$ cat src/rtl/edge_entropy_pkg.sv
package edge_entropy_pkg;

    // Collection controller states
    typedef enum logic [1:0] {
        ST_IDLE    = 2'd0,
        ST_COLLECT = 2'd1,
        ST_READY   = 2'd2
    } coll_state_t;

    localparam int DEFAULT_WORD_W  = 32;
    localparam int DEFAULT_DELTA_W = 32;
    localparam int DEFAULT_FREE_W  = 16;
    localparam int DEFAULT_SYNC_N  = 2;

endpackage

$ cat src/rtl/noise_edge_sync.sv
module noise_edge_sync #(
    parameter int SYNC_N = 2
) (
    input  logic clk,
    input  logic rst_n,
    input  logic noise_in,
    output logic rise
);

    logic [SYNC_N-1:0] chain_q;
    logic              prev_q;

    // Synchroniser chain, one flop per stage
    for (genvar g = 0; g < SYNC_N; g++) begin : g_stage
        if (g == 0) begin : g_first
            always_ff @(posedge clk) begin
                if (!rst_n) chain_q[g] <= 1'b0;
                else        chain_q[g] <= noise_in;
            end
        end else begin : g_rest
            always_ff @(posedge clk) begin
                if (!rst_n) chain_q[g] <= 1'b0;
                else        chain_q[g] <= chain_q[g-1];
            end
        end
    end

    // Previous synchronised sample for phase comparison
    always_ff @(posedge clk) begin
        if (!rst_n) prev_q <= 1'b0;
        else        prev_q <= chain_q[SYNC_N-1];
    end

    assign rise = chain_q[SYNC_N-1] & ~prev_q;

endmodule

$ cat src/rtl/edge_interval_timer.sv
module edge_interval_timer #(
    parameter int FREE_W  = 16,
    parameter int DELTA_W = 32
) (
    input  logic               clk,
    input  logic               rst_n,
    input  logic               rise,
    output logic               sample_bit,
    output logic [DELTA_W-1:0] delta_time
);

    localparam logic [DELTA_W-1:0] DELTA_MAX = {DELTA_W{1'b1}};

    logic [FREE_W-1:0]  free_q;
    logic [DELTA_W-1:0] gap_q;

    // Free-running cycle counter; only its parity is consumed
    always_ff @(posedge clk) begin
        if (!rst_n) free_q <= '0;
        else        free_q <= free_q + FREE_W'(1);
    end

    assign sample_bit = free_q[0];

    // Interval counter with saturation, restarts at one on each rise
    always_ff @(posedge clk) begin
        if (!rst_n) begin
            gap_q      <= '0;
            delta_time <= '0;
        end else if (rise) begin
            delta_time <= gap_q;
            gap_q      <= DELTA_W'(1);
        end else if (gap_q != DELTA_MAX) begin
            gap_q      <= gap_q + DELTA_W'(1);
        end
    end

endmodule

$ cat src/rtl/entropy_word_fsm.sv
module entropy_word_fsm
    import edge_entropy_pkg::*;
#(
    parameter int WORD_W = 32
) (
    input  logic              clk,
    input  logic              rst_n,
    input  logic              enable,
    input  logic              rise,
    input  logic              sample_bit,
    input  logic              ack,
    output logic [WORD_W-1:0] word,
    output logic              valid
);

    localparam int CNT_W = $clog2(WORD_W);
    localparam logic [CNT_W-1:0] LAST_BIT = CNT_W'(WORD_W - 1);

    coll_state_t       state_q, state_d;
    logic [CNT_W-1:0]  count_q;
    logic [WORD_W-1:0] shift_q;
    logic [WORD_W-1:0] shift_next;
    logic              take_bit;

    assign take_bit   = enable & rise;
    assign shift_next = {shift_q[WORD_W-2:0], sample_bit};

    // Next-state decision
    always_comb begin
        state_d = state_q;
        unique case (state_q)
            ST_IDLE: begin
                if (enable) state_d = ST_COLLECT;
            end
            ST_COLLECT: begin
                if (!enable)                             state_d = ST_IDLE;
                else if (rise && (count_q == LAST_BIT))  state_d = ST_READY;
            end
            ST_READY: begin
                if (!enable)  state_d = ST_IDLE;
                else if (ack) state_d = ST_COLLECT;
            end
            default: state_d = ST_IDLE;
        endcase
    end

    // State register
    always_ff @(posedge clk) begin
        if (!rst_n) state_q <= ST_IDLE;
        else        state_q <= state_d;
    end

    // Datapath and outputs
    always_ff @(posedge clk) begin
        if (!rst_n) begin
            shift_q <= '0;
            count_q <= '0;
            word    <= '0;
        end else begin
            if (take_bit) shift_q <= shift_next;

            unique case (state_q)
                ST_IDLE: begin
                    count_q <= '0;
                end
                ST_COLLECT: begin
                    if (!enable) begin
                        count_q <= '0;
                    end else if (rise) begin
                        if (count_q == LAST_BIT) begin
                            count_q <= '0;
                            word    <= shift_next;
                        end else begin
                            count_q <= count_q + CNT_W'(1);
                        end
                    end
                end
                ST_READY: begin
                    if (enable && ack && rise) count_q <= CNT_W'(1);
                    else                       count_q <= '0;
                end
                default: count_q <= '0;
            endcase
        end
    end

    assign valid = (state_q == ST_READY);

endmodule

$ cat src/rtl/edge_entropy_collector.sv
module edge_entropy_collector
    import edge_entropy_pkg::*;
#(
    parameter int WORD_W  = DEFAULT_WORD_W,
    parameter int DELTA_W = DEFAULT_DELTA_W,
    parameter int FREE_W  = DEFAULT_FREE_W,
    parameter int SYNC_N  = DEFAULT_SYNC_N
) (
    input  logic               clk,
    input  logic               rst_n,
    input  logic               enable,
    input  logic               noise_in,
    output logic [WORD_W-1:0]  entropy_data,
    output logic               entropy_valid,
    input  logic               entropy_ack,
    output logic [DELTA_W-1:0] delta_time
);

    logic rise;
    logic sample_bit;

    noise_edge_sync #(.SYNC_N(SYNC_N)) u_sync (
        .clk      (clk),
        .rst_n    (rst_n),
        .noise_in (noise_in),
        .rise     (rise)
    );

    edge_interval_timer #(.FREE_W(FREE_W), .DELTA_W(DELTA_W)) u_timer (
        .clk        (clk),
        .rst_n      (rst_n),
        .rise       (rise),
        .sample_bit (sample_bit),
        .delta_time (delta_time)
    );

    entropy_word_fsm #(.WORD_W(WORD_W)) u_fsm (
        .clk        (clk),
        .rst_n      (rst_n),
        .enable     (enable),
        .rise       (rise),
        .sample_bit (sample_bit),
        .ack        (entropy_ack),
        .word       (entropy_data),
        .valid      (entropy_valid)
    );

endmodule

$ cat config.mk
export PLATFORM = sky130hd
export DESIGN_NAME = edge_entropy_collector
export DESIGN_NICKNAME = d
export VERILOG_FILES = /design/src/rtl/edge_entropy_pkg.sv /design/src/rtl/noise_edge_sync.sv /design/src/rtl/edge_interval_timer.sv /design/src/rtl/entropy_word_fsm.sv /design/src/rtl/edge_entropy_collector.sv
export SDC_FILE = /design/constraint.sdc
export NUM_CORES = 1
export LEC_CHECK = 0
export BUFFER_PORTS_ARGS = -buffer_cell sky130_fd_sc_hd__buf_2
export CAP_MARGIN = 20
export CORE_ASPECT_RATIO = 2
export CORE_MARGIN = 2
export CORE_UTILIZATION = 55
export DETAILED_ROUTE_END_ITERATION = 7
export HOLD_SLACK_MARGIN = 0.05
export PLACE_DENSITY_LB_ADDON = 0.1
export SETUP_SLACK_MARGIN = 0.4
export SLEW_MARGIN = 15
export SYNTH_ARGS = -nofsm -noshare
export SYNTH_HDL_FRONTEND = slang
export SYNTH_SLANG_ARGS = --single-unit
$ cat constraint.sdc
create_clock -name clk -period 6.1 [get_ports clk]
set_clock_uncertainty 0.15 [all_clocks]
set_input_delay 0.61 -clock clk [delete_from_list [all_inputs] [get_ports clk]]
set_output_delay 0.61 -clock clk [all_outputs]
set_load 0.01 [all_outputs]
After elaboration in Yosys (flattened, before gate mapping)
Index checks and enable logic that the tools add are counted.

Register bits after elaboration: 153. Bits of input ports: 5.

Add/sub/neg operators: 3. Eq/ne operators: 8. Mux-type cells: 13. Bitwise gates (word level): 4. Reductions and logical operators: 8.

Operator list (count): adder 32 x 1 -> 32 bit, second input constant (1); inequality test 32 bit, second input constant (1); adder 16 x 1 -> 16 bit, second input constant (1); two-way mux 5 bit (3); two-way mux 2 bit (5); case mux 5 bit (2 select lines) (1); inequality test 3 x 2 -> 1 bit, second input constant (3); case mux 2 bit (3 select lines) (1); adder 5 x 1 -> 5 bit, second input constant (1); == test 5 bit, second input constant (1); AND reduction 4 bit (1); logical AND 1 bit (3); two-way mux 1 bit (3); AND reduction 3 bit (1); AND 1 bit (2); == test 2 x 1 -> 1 bit, second input constant (1); == test 2 bit, second input constant (1); logical NOT 2 bit (1); inequality test 2 bit, second input constant (1); NOT 1 bit (2); nonzero test 2 bit (1); OR reduction 2 bit (1).

Depth between registers and ports, before layout
Gate-level depths: netlist of run 1.

Depth in word-level cells: 6. Depth in mapped cells: 8.

Cells and area by module
Synthesis of run 1 repeated with hierarchy kept, for this count alone.

Cells, all modules: 662. Area total of the unflattened synthesis: 5978.2 sq um.

Modules (own cells, without submodules): edge_interval_timer (times used 1, cells an instance 324, area each 3052.9 sq um, sequential area each 1301.2 sq um); entropy_word_fsm (times used 1, cells an instance 331, area each 2832.7 sq um, sequential area each 1401.3 sq um); noise_edge_sync (times used 1, cells an instance 7, area each 92.6 sq um, sequential area each 60.1 sq um).

Worst setup path before layout of run 1
Ideal clock, no wire load.

Kind: register to register. Start: register u_timer.gap_q[0]. End: register u_timer.gap_q[12]. Setup time: 0.071 ns. Arrival: 1.956 ns. Data required time: 5.879 ns. Setup slack: 3.924 ns. Stages on the path, launching flop included: 8. Buffers on the path: 1. Period minus slack after synthesis: 2.176 ns. Cell sequence: dfxtp_1 -> ha_1 -> inv_1 -> or2_2 -> clkbuf_1 -> or3_2 -> or3_1 -> a21oi_1.

Word-level cells in the longest chain between the ends: 1.

Ends and longest elaborated chain: from (decl) (RTL line edge_interval_timer.sv:15) `logic [DELTA_W-1:0] gap_q;`; from (signal assigned) (RTL line edge_interval_timer.sv:34) `gap_q <= gap_q + DELTA_W'(1);`; adder 32 x 1 -> 32 bit or inequality test 32 bit (tied branches) (RTL line edge_interval_timer.sv:34, edge_interval_timer.sv:33).

Parallel ways exist; a longest one is shown, timed or not. A chain may end at the register's enable or synchronous reset.

Final worst setup path of run 1
Start: register u_timer.gap_q[0]. End: register u_timer.gap_q[1].

Same word-level chain as after synthesis.

==> results of run 1 <==
-- worst paths after layout --
kind / end / depth (start not counted) / from
worst max register to register: u_timer.gap_q[1] / 6 / u_timer.gap_q[0]
worst max-delay path: u_timer.gap_q[1] / 6 / u_timer.gap_q[0]
worst min register to register: u_sync.chain_q[1] / 1 / u_sync.chain_q[0]
worst min-delay path: u_sync.chain_q[0] / 2 / noise_in
-- cells in the final DEF, fill, tap and decap left out, types with 5 or more instances in the layout --
master | Yosys | final
or3_1 | 10 | 10
buf_2 | 4 | 69
or4_1 | 9 | 9
nand2_1 | 217 | 217
a21boi_0 | 99 | 99
clkbuf_16 | 0 | 17
and2_1 | 5 | 5
dfxtp_1 | 138 | 138
a21oi_1 | 22 | 22
nor2_1 | 16 | 14
inv_1 | 5 | 5
and3_1 | 5 | 5
nor3_1 | 5 | 5
o21ai_0 | 11 | 11
buf_4 | 0 | 6
o31ai_1 | 10 | 10
nand3_1 | 14 | 14
nand4_1 | 13 | 13
ha_1 | 7 | 7
-- final cells by class --
cell class	instances	area, um2	share of cell area, %
Multi-Input combinational cell	489	2710	41.1
Sequential cell	138	2760	41.9
Timing Repair Buffer	75	390	5.92
Clock inverter	7	68.8	1.04
Inverter	5	18.8	0.284
Clock buffer	23	478	7.24
Tap cell	135	169	2.56
-- report_power, final --
part | total (uW) | switching (uW) | internal, uW
Sequential | 910 | 4.37 | 906
Clock | 947 | 361 | 586
Combinational | 52.7 | 33.9 | 18.8
Total | 1910 | 399 | 1510
-- worst max-delay path, stage by stage, from the launching register on --
cell     delay (ps)
dfxtp_1         410
ha_1            260
nand3_1         140
nor4_4          480
and3_1          880
mux2i_1         270
nor2_1           60
-- sequential cells by signal, summed over array words and instances, names as in the netlist --
register,cells
u_fsm.word,32
u_fsm.state_q,2
u_sync.chain_q,2
u_fsm.count_q,5
u_timer.free_q,1
u_timer.gap_q,32
u_fsm.shift_q,31
u_sync.prev_q,1
u_timer.delta_time,32
-- per-layer routing --
| layer | share of wire (%) | GRT usage, % | wire, um |
|---|---|---|---|
| met1 | 39 | 24.2 | 4820 |
| met2 | 56 | 43.2 | 6930 |
| met3 | 3.0 | 7.36 | 371 |
| met4 | 2.9 | 11.1 | 363 |
| met5 | 0 | 0 | 0 |
-- stage by stage --
stage / utilization, % / total power [uW]
2_1_floorplan: - / 969
3_3_place_gp: 60.0 / 980
3_5_place_dp: 60.0 / 982
4_1_cts: 65.4 / 1930
5_1_grt: 65.4 / 1970
6_report: 65.4 / 1910
-- kinds of logic after synthesis --
group,share of synthesized area [%]
and+or+nand+nor,25.1
AOI/OAI and AO/OA,19.8
DFF,48.7
buffers and inverters,3.60
xor gates and xnor gates,1.08
adders and majority gates,1.54
muxes,0.177
==> results.md, run 1 <==
* Status: completed
* Clk buf depth at 2
* Max-slew violation count at 0
* Gr ovfl total at 0
* Vias in the first global route at 4813
* Core area at 10100 um2
* DRT Pass-1 Iters at 4
* CP Max Fanout at 29
* Worst-margin pin slew at 1020 ps
* Tmin final at 2790 ps
* Cell Area, Placed at 6050 um2
* Synth top area share at between 40 and 50%
* CTS tree: done
* CP Launch Type: flop
* HP Class: in -> reg
* Final Non-Filler Cells at between 800 and 900
* Drt wl/cell at 14.3 um
* Most common cell in the netlist: nand2_1
* Share of layout cells above drive strength 1 at between 15 and 20%
* Post-synth net total at 690
* Pre-CTS setup slack at 2900 ps
* Post-DP HPWL at 8280 um
* First-pass GRT wire length at around 21000 um
* Mapped Area at between 5000 and 6000 um2
* Post-synth top area cell: dfxtp_1
* GPL Wtd Cong at a little over 0.8
* WS Path Type: reg -> reg
* IO Pins at 70
* Crit path DAT at 2910 ps
* Peak VDD IR at 0.000228 V
* WL final at ~12000 um
* Total CTS buffers at 17
* MaxCap Viol Count at 0
* Endpoints failing setup at 0
* Fill cell count at between 800 and 900
* Setup slack, reg-to-reg at 3310 ps
* Mapped Cells at 678
* Synthesis-to-finish area growth at 16.4%
* Pwr Density at about 290 nW/um2
* Htree depth at 4
* # clock sinks at 138
* Diodes inserted at 0
* Synth top area cells: dfxtp_1, nand2_1, a21boi_0, clkbuf_1, a21oi_1
* Fin nets at between 700 and 800
* Fmax at roughly 360 MHz
* Avg Cell Area, Syn at 8.36 um2
* Reg clk slew, reported paths at 60 ps
* Root buffer cell: clkbuf_16
* RSZ-0062 raised after global routing: no
* CP Capture Type: flop
* Synth cell count leaders: nand2_1, dfxtp_1, a21boi_0, clkbuf_1, a21oi_1
* DRC Markers at 0
* Final worst slack at 3310 ps
* Die Y at 148 um
* ANT nets after route at 0
* Static leakage at 0.00238 uW
* Yosys warns at 0
* Port bufs at roughly 70
* Design area at 6600 um2
* Flops & latches, synth at 138
* Unique cell type count in the Yosys netlist at between 40 and 50
* Top FF cell, synth: dfxtp_1
* Setup TNS at 0 ps
* Die width at 75.8 um
* Postcts setup bufs at 0
* Post-synth EDFFs at 0
* Pin count of the biggest net entering global routing at 109
* Initial Utilization at 56.2%
* Hold-fix buffers at CTS at 0
* Placed Cells at 842
* Post_cts resized at 0
* Register area share after synthesis at 48.7%
* DRT iter0 DRCs at 189
* GR Util All Layers at about a quarter
* Rel. slew slack at about a third
* WP data required at around 6200 ps
* Ys async rst share at 0%
* Final Hold Fails at 0
* Vias per cell at 5.47
* FP Rows at 52
* Worst-Skew Late Latency at approximately 410 ps
* Via Count at 4774
* Final hold slack at 273 ps
* Die area at approximately 11000 um2
* Initial antenna violation count at 0
* Final worst-path cycle share at 45.8%
(Power assumes the default switching activity.)
==> inputs of run 2 (changes only) <==
--- a/config.mk
+++ b/config.mk
@@ -5,6 +5,7 @@
 export SDC_FILE = /design/constraint.sdc
 export NUM_CORES = 1
 export LEC_CHECK = 0
+export ABC_AREA = 1
 export BUFFER_PORTS_ARGS = -buffer_cell sky130_fd_sc_hd__buf_2
 export CAP_MARGIN = 20
 export CORE_ASPECT_RATIO = 2
==> constraint.sdc (replaced) <==
create_clock -name clk -period 2.7 [get_ports clk]
set_clock_uncertainty 0.15 [all_clocks]
set_input_delay 0.27 -clock clk [delete_from_list [all_inputs] [get_ports clk]]
set_output_delay 0.27 -clock clk [all_outputs]
set_load 0.01 [all_outputs]
==> results.md, run 2 <==
* Logic gate share of total power at 4.7% (+1.9 points)
* Diodes inserted at 0 (unchanged)
* WL final at 14100 um (+13%)
* Htree depth at 4 (unchanged)
* Post-synth EDFFs at 0 (unchanged)
* Most frequent cells in the layout: nand2_1, nor2_1, dfxtp_1
* Endpoints failing setup at 0 (unchanged)
* Root buffer cell: clkbuf_16
* Crit path DAT at 2180 ps (-730 ps)
* Post-synth net total at 822 (+19%)
* DRC Markers at 0 (unchanged)
* Setup TNS at 0 ps (unchanged)
* Post_cts resized at 0 (unchanged)
* Pin count of the biggest net entering global routing at 70 (-36%)
* Core area at 10400 um2 (+3.2%)
* Register area share after synthesis at 47.2% (-1.5 points)
* Initial Utilization at 56.2% (about the same)
* Most common cell in the netlist: nand2_1
* Fmax at 489 MHz (+37%)
* Worst-margin pin slew at 667 ps (-349 ps)
* Synth top area share at 47.2% (-1.5 points)
* IO Pins at 70 (unchanged)
* Biggest regs: u_fsm.word x32, u_timer.delta_time x32, u_timer.gap_q x32
* Sw Share at 22.6% (+1.7 points)
* Fin nets at 883 (+20%)
* Status: completed
* DRT Pass-1 Iters at 5 (+1)
* Clk buf depth at 2 (unchanged)
* Gr ovfl total at 0 (unchanged)
* Mapped Area at 5850 um2 (+3.2%)
* Vias in the first global route at 5018 (+4.3%)
* P_int at 3620 uW (+140%)
* Total CTS buffers at 17 (unchanged)
* CTS tree: done
* Cell Area, Placed at 6260 um2 (+3.5%)
* Switching power at 1060 uW (+160%)
* CP Max Fanout at 30 (+3.4%)
* Port bufs at 69 (unchanged)
* Flops & latches, synth at 138 (unchanged)
* GPL Wtd Cong at 1.02 (+24%)
* Peak VDD IR at 0.000670 V (+190%)
* Synthesis-to-finish area growth at 17.6%
* HP Class: in -> reg
* Synth cell count leaders: nand2_1, nor2_1, dfxtp_1, o21ai_0
* Design area at 6880 um2 (+4.2%)
* Clock share of power at 50.5% (+0.9 points)
* Drt wl/cell at 13.9 um (-3.2%)
* WS Path Type: reg -> reg
* Via Count at 5359 (+12%)
* Synth top area cells: dfxtp_1, nand2_1, nor2_1, o21ai_0, a21oi_1
* Final Hold Fails at 0 (unchanged)
* WP data required at 2840 ps (-3370 ps)
* Worst-Skew Late Latency at 420 ps (about the same)
* Post-DP HPWL at 10200 um (+23%)
* FP Rows at 53 (+1.9%)
* Postcts setup bufs at 0 (unchanged)
* Share of layout cells above drive strength 1 at 16.0% (+0.21 points)
* First-pass GRT wire length at 23300 um (+11%)
* Unique cell type count in the Yosys netlist at 29 (-38%)
* Rel. slew slack at 55.5% (+23 points)
* DRT iter0 DRCs at 240 (+27%)
* ANT nets after route at 0 (unchanged)
* CP Capture Type: flop
* Pwr Density at 680 nW/um2 (+130%)
* Yosys warns at 0 (unchanged)
* CP Launch Type: flop
* Sequential power share at 44.8% (-2.9 points)
* Initial antenna violation count at 0 (unchanged)
* # clock sinks at 138 (unchanged)
* Die width at 76.9 um (+1.5%)
* Die area at 11500 um2 (+3.1%)
* Post-synth top area cell: dfxtp_1
* Vias per cell at 5.25 (-4.1%)
* Avg Cell Area, Syn at 7.22 um2 (-14%)
* Final worst-path cycle share at 75.7% (+30 points)
* Tmin final at 2040 ps (-748 ps)
* Top FF cell, synth: dfxtp_1
* Static leakage at 0.00293 uW (+23%)
* Mapped Cells at 810 (+19%)
* Total power at 4680 uW (+140%)
* Die Y at 150 um (+1.5%)
* Ys async rst share at 0% (unchanged)
* Max-slew violation count at 0 (unchanged)
* GR Util All Layers at 25.6% (+1.4 points)
* Reg clk slew, reported paths at 60 ps (about the same)
* RSZ-0062 raised after global routing: no
* Most common cell after layout, fill and taps aside: nand2_1
* MaxCap Viol Count at 0 (unchanged)
## run 2: final cells by class
type                       instances  area [um2]
fill                             948        3530
sequential                       138        2760
multi-input combinational        562        2630
clock buffer                      18         439
timing repair buffer              81         438
inverter                          71         267
tap                              137         171
clock inverter                    14         169
## run 2: cells by family (layout without fill, tap and decap cells)
family | Yosys count | in the layout | share of synthesized area (%)
flops | 138 | 138 | 47.2
compound gates | 156 | 156 | 13.8
fa+ha+maj | 7 | 7 | 1.50
xor+xnor | 4 | 4 | 0.599
buf+inv | 110 | 184 | 7.78
simple gates | 395 | 395 | 29.1
## run 2: worst paths after layout
check / startpoint / to / slack (ps) / cells past startpoint
worst max-delay path: u_timer.gap_q[1] / u_timer.gap_q[1] / 660 / 8
worst min register to register: u_sync.chain_q[1] / u_sync.prev_q / 280 / 2
worst max register to register: u_timer.gap_q[1] / u_timer.gap_q[1] / 660 / 8
worst min-delay path: entropy_ack / u_fsm.count_q[0] / 90 / 5
## run 2: critical path: stages (launching register included)
cell     delay [ps]
dfxtp_1         390
ha_1            290
inv_2            80
nor2_4          190
nand2_4          90
nor2_4          180
nand2_4         280
nand2_1         170
a21oi_1          80
## run 2: routing by layer
layer | global-route usage, % | wire length (um)
met4 | 13.1 | 532
met3 | 5.37 | 508
met5 | 0 | 0
met1 | 25.4 | 5180
met2 | 48.9 | 7930
## run 2: power by group through the flow
stage / Sequential [uW] / Clock (uW) / Combinational (uW)
after global placement: 2140 / 0 / 215
after CTS: 2100 / 2390 / 222
after detailed placement: 2140 / 0 / 218
final: 2100 / 2360 / 221
after global routing: 2100 / 2500 / 247
after floorplan: 2150 / 0 / 139
## run 2: what timing repair did
item	4_1_cts	5_1_grt
setup endpoints to repair	0	0
endpoints found under the hold margin	1	0
hold buffers	1	0
## run 2: per-stage QoR
step / utilization [%] / cells / hold WS [ps] / setup WS (ps)
6_report: 66.1 / 1021 / 85.1 / 656
3_5_place_dp: 60.1 / 988 / 274 / 696
5_1_grt: 66.1 / 1021 / 134 / 538
2_1_floorplan: - / 810 / 218 / 948
4_1_cts: 66.1 / 1021 / 75.0 / 669
3_3_place_gp: 60.1 / 988 / 263 / 764
